===== config.mk =====
export PLATFORM = sky130hd
export DESIGN_NAME = hz_decode
export DESIGN_NICKNAME = d
export VERILOG_FILES = /design/src/rtl/hz_pkg.sv /design/src/rtl/hz_decode.sv
export SDC_FILE = /design/constraint.sdc
export NUM_CORES = 1
export LEC_CHECK = 0
export BUFFER_PORTS_ARGS = -buffer_cell sky130_fd_sc_hd__clkbuf_2
export CAP_MARGIN = 5
export CORE_AREA = 2 2 39 41
export DETAILED_ROUTE_END_ITERATION = 8
export DIE_AREA = 0 0 41 43
export PLACE_DENSITY_LB_ADDON = 0.2
export SYNTH_ARGS = -nofsm -noshare
export SYNTH_HDL_FRONTEND = slang
export SYNTH_SLANG_ARGS = --single-unit

===== constraint.sdc =====
create_clock -name vclk -period 1.5
set_input_delay 0.075 -clock vclk [all_inputs]
set_output_delay 0.075 -clock vclk [all_outputs]
set_load 0.01 [all_outputs]

===== src/rtl/hz_pkg.sv =====
package hz_pkg;
  localparam int LAT_W = 7;

  typedef enum logic [3:0] {
    CL_INT = 4'd0, CL_ICMOV = 4'd1, CL_BR = 4'd2, CL_LD = 4'd3,
    CL_ST = 4'd4, CL_XFER = 4'd5, CL_FCMOV = 4'd6, CL_IMUL = 4'd7,
    CL_IDIV = 4'd8, CL_MFHL = 4'd9, CL_MTHL = 4'd10, CL_FQUICK = 4'd11,
    CL_FADD = 4'd12, CL_FMUL = 4'd13, CL_FDIV = 4'd14, CL_UNK = 4'd15
  } cls_e;

  typedef struct packed {
    logic [1:0]       any_n;  // generic slots taken
    logic             m;
    logic             fi;
    logic             ff;
    logic             imul;
    logic             fdiv;
    logic             fhold;
    logic [LAT_W-1:0] lat;
    logic [LAT_W-1:0] occ;    // unit occupancy, cycles
  } claim_t;
endpackage


===== src/rtl/hz_decode.sv =====
module hz_decode
  import hz_pkg::*;
(
  input  logic [3:0] class_i,
  input  logic       dbl_i,
  output claim_t     claim_o
);
  always_comb begin
    claim_o = '0;
    unique case (cls_e'(class_i))
      CL_INT:    begin claim_o.any_n = 2'd1; claim_o.lat = 7'd1; end
      CL_ICMOV:  begin claim_o.any_n = 2'd1; claim_o.lat = 7'd2; end
      CL_BR:     begin claim_o.any_n = 2'd1; claim_o.lat = 7'd2; end
      CL_LD:     begin claim_o.m = 1'b1; claim_o.lat = 7'd3; end
      CL_ST:     begin claim_o.m = 1'b1; claim_o.lat = 7'd1; end
      CL_XFER:   begin claim_o.m = 1'b1; claim_o.lat = 7'd2; end
      CL_FCMOV:  begin claim_o.m = 1'b1; claim_o.lat = 7'd2; end
      CL_IMUL: begin
        claim_o.fi   = 1'b1;
        claim_o.imul = dbl_i;
        claim_o.lat  = dbl_i ? 7'd7 : 7'd3;
        claim_o.occ  = dbl_i ? 7'd7 : 7'd0;
      end
      CL_IDIV: begin
        claim_o.fi   = 1'b1;
        claim_o.imul = 1'b1;
        claim_o.lat  = dbl_i ? 7'd70 : 7'd38;
        claim_o.occ  = claim_o.lat;
      end
      CL_MFHL:   begin claim_o.fi = 1'b1; claim_o.lat = 7'd1; end
      CL_MTHL:   begin claim_o.fi = 1'b1; claim_o.lat = 7'd5; end
      CL_FQUICK: begin claim_o.ff = 1'b1; claim_o.lat = 7'd2; end
      CL_FADD:   begin claim_o.ff = 1'b1; claim_o.lat = 7'd6; end
      CL_FMUL: begin
        claim_o.ff    = 1'b1;
        claim_o.fhold = dbl_i;
        claim_o.lat   = dbl_i ? 7'd9 : 7'd6;
        claim_o.occ   = dbl_i ? 7'd3 : 7'd0;
      end
      CL_FDIV: begin
        claim_o.ff   = 1'b1;
        claim_o.fdiv = 1'b1;
        claim_o.lat  = dbl_i ? 7'd37 : 7'd22;
        claim_o.occ  = claim_o.lat;
      end
      default: begin
        claim_o.any_n = 2'd2;
        claim_o.m     = 1'b1;
        claim_o.fi    = 1'b1;
        claim_o.lat   = 7'd1;
      end
    endcase
  end
endmodule


* Yosys cells after proc, flatten, opt, wreduce, memory -nomap -nowiden
Cells that the tools add are included.
** Operators by class
- Reduce and logical (&&, ||, !) cells :: 7
- Equal/unequal tests :: 14
- Mux-type cells :: 15
** Operators by type and width (count)
- $pmux 7 s8 :: 1
- $eq 4x4->1 const B :: 7
- $pmux 7 s4 :: 1
- $reduce_or 11->1 :: 2
- $eq 4x3->1 const B :: 4
- $reduce_or 12->1 :: 1
- $eq 4x2->1 const B :: 2
- $mux 7 :: 1
- $mux 3 :: 2
- $mux 6 :: 1
- $mux 1 :: 5
- $reduce_or 5->1 :: 1
- $eq 4x1->1 const B :: 1
- $logic_not 4->1 :: 1
- $mux 4 :: 1
- $pmux 2 s2 :: 1
- $reduce_or 4->1 :: 1
- $reduce_or 3->1 :: 1
- $mux 2 :: 1
- $pmux 1 s2 :: 1
** Word-level totals
- Logic and storage cells :: 36
- Input port bits :: 5
- Output and inout port bits :: 22
- Flip-flop bits (word level) :: 0

* Depth between registers and ports, before layout
- Depth after elaboration :: 3
- Gate-level depth with buffers :: 4
- Mapped depth without buffers :: 3

* Least setup slack after synthesis
No wires, ideal clock.
- Kind :: in2out
- From :: in class_i[2]
- To :: out claim_o[12] (netlist name)
- Path buffers :: 1
- Required time :: 1425 ps
- Cell stages on the path :: 3
- Arrival time :: 750 ps
- Path slack :: 675 ps
- Path through :: buf_6 or3_1 a21oi_1
** RTL lines
- start, declared :: line hz_decode.sv:4 : input logic [3:0] class_i,
- end, declared :: line hz_decode.sv:6 : output claim_t claim_o

==> flow_summary.yaml <==
critical_path:
  critPathCaptureType: "primary output"
  critPathSlowestCell: "or3_4"
  crit_arrival_ns: 1.09
  cp_common_cell: "clkbuf_2"
  path_max_fanout: 15
  path_cells: "clkbuf_2 -> nand2_1 -> or3_4 -> o21ai_1 -> clkbuf_2"
  critPathKind: "in2out"
  startpoint_type: "input port"
  cp_slowest_stage_delay_ns: 0.37
  worst_ep_required_time_ns: 1.42
timing:
  maxSlewViolCount: 0
  fin_setup_tns_ns: 0
  post-route-period-util_pct: 77.7
  max_freq_ghz: 0.858
  rsz0062_at_grt: "false"
  timing.final.setup_violations: 0
  layout_min_cycle_time_ns: 1.17
  hold_viol: 0
floorplan:
  core_area_sq_um: 1380
  die_w_microns: 41
  rows: 14
  die_area_sq_um: 1760
  io-pin-count: 27
  initial_core_util_pct: 27.0
  die_h_microns: 43
power_and_ir_drop:
  p_leak_nw: 0.272
  vdd_ir_drop_max_uv: 94.6
  power.density_nw_per_um2: 271
clock_network:
  cts_setup_buffers: 0
  cts-resized-gates: 0
  cts_hold_buf: 0
detailed_routing:
  drc: 0
  vias_per_cell: 4.70
  firstDrtPassIters: 4
  ant_nets: 0
  dr_wl_met3_microns: 63
  drt-initial-drc-count: 3
  wl_met1_microns: 447
  wl_met2_microns: 429
  routed_wirelength_microns: 939
  wl_per_cell_microns: 9.58
  via_count: 461
  top_layer: "met3"
placed_design:
  placed_area_sq_um: 482
  place_hpwl_microns: 752
  port_buffers: 26
  gp_congestion: 0.793
layout:
  seq_cell_count: 0
  final_area_sq_um: 482
  final_nets: 89
  n_clock_buffer: 0
  fill_cells: 171
  seq_area_sq_um: 0
  multi_input_area_sq_um: 324
  area_growth_pct: 28.8
  post-route-util_pct: 34.8
  num_antenna_cells: 0
  drive_gt1_share_pct: 36.6
logic_synthesis:
  syn_area_per_cell_sq_um: 6.13
  syn-num-nets: 66
  synth_area_leaders: "nand2_1, xor2_1, nand2b_1"
  synth_most_common_cell: "nand2_1"
  yosysSeqAreaShare_pct: 0
  netlist_top_cells_count: "nand2_1, nand3_1, nand2b_1"
  synth.cell_area_sq_um: 374
  yosysTopAreaCellShare_pct: 9.03
  synth.distinct_cells: 29
  yosysWarnings: 0
  synth_top_cell_by_area: "nand2_1"
  syn-instance-count: 61
grt:
  antenna_found_initial: 0
  grt_use_total_pct: 9.99
  grt_pass1_wl_microns: 1340
  overflow: 0
  grt_pass1_vias: 307
  grt_max_degree: 17
worst_hold_path:
  hold_class: "in2out"
  min_from: "dbl_i"
  worstHoldPathCells: 4
  holdPathEnd: "claim_o[10]"
run:
  drv_cap: 0
run_status:
  status: "finished clean"
==> cells by family (layout without fill, tap and decap cells) <==
group	after synthesis	after routing	share of synthesized area (%)
and+or+nand+nor	38	38	58.9
AOI/OAI and AO/OA	11	11	17.4
buffers and inverters	7	28	13.4
xor gates and xnor gates	4	4	9.37
other	1	1	1.00
==> per-stage QoR <==
step	hold WS, ns	setup WS [ns]	instances	power (mW)
floorplan	0.265	0.675	61	0.0940
global placement	0.568	0.336	98	0.131
detailed placement	0.569	0.331	98	0.131
CTS	0.570	0.334	98	0.132
global route	0.612	0.260	98	0.144
finish	0.576	0.334	98	0.131
==> layout by cell type, fill, tap and decap left out, drive strengths merged, types with 3 or more instances in the layout <==
master  synthesis  layout
o21ai           3       3
nor3            3       3
xor2            3       3
nand3           5       5
nand2b          4       4
a21oi           3       3
nand2           9       9
clkbuf          0      26
and2b           3       3
==> layout make-up <==
class              instances  area share [%]
inverters                  2            1.56
multi-input cells         54            67.3
well taps                 16            4.16
repair buffers            26            27.0
==> power by group <==
group          internal, mW  switching, mW  total (mW)  leakage [nW]
sequential                0              0           0             0
clock                     0              0           0             0
combinational        0.0538         0.0767       0.131         0.272
==> worst max path at each step <==
stage	startpoint	endpoint	slack, ns	depth (start not counted)
2_1_floorplan	class_i[2]	claim_o[12]	0.68	3
3_3_place_gp	class_i[1]	claim_o[2]	0.34	5
4_1_cts	class_i[1]	claim_o[2]	0.33	5
5_1_grt	class_i[1]	claim_o[2]	0.26	5
3_5_place_dp	class_i[1]	claim_o[2]	0.33	5
6_report	class_i[1]	claim_o[2]	0.33	5
==> critical path: cells and delay by family <==
| kind | cells | cell delay, ns |
|---|---|---|
| AO/OA/AOI/OAI | 1 | 0.08 |
| buffers and inverters | 2 | 0.39 |
| AND/OR/NAND/NOR | 2 | 0.54 |
==> per-layer routing <==
metal / track usage (%) / vias to the layer above
li1: - / 249
met2: 14.7 / 15
met5: 0 / -
met1: 16.5 / 197
met3: 0.524 / 0
met4: 0 / 0
(Power assumes the default switching activity.)
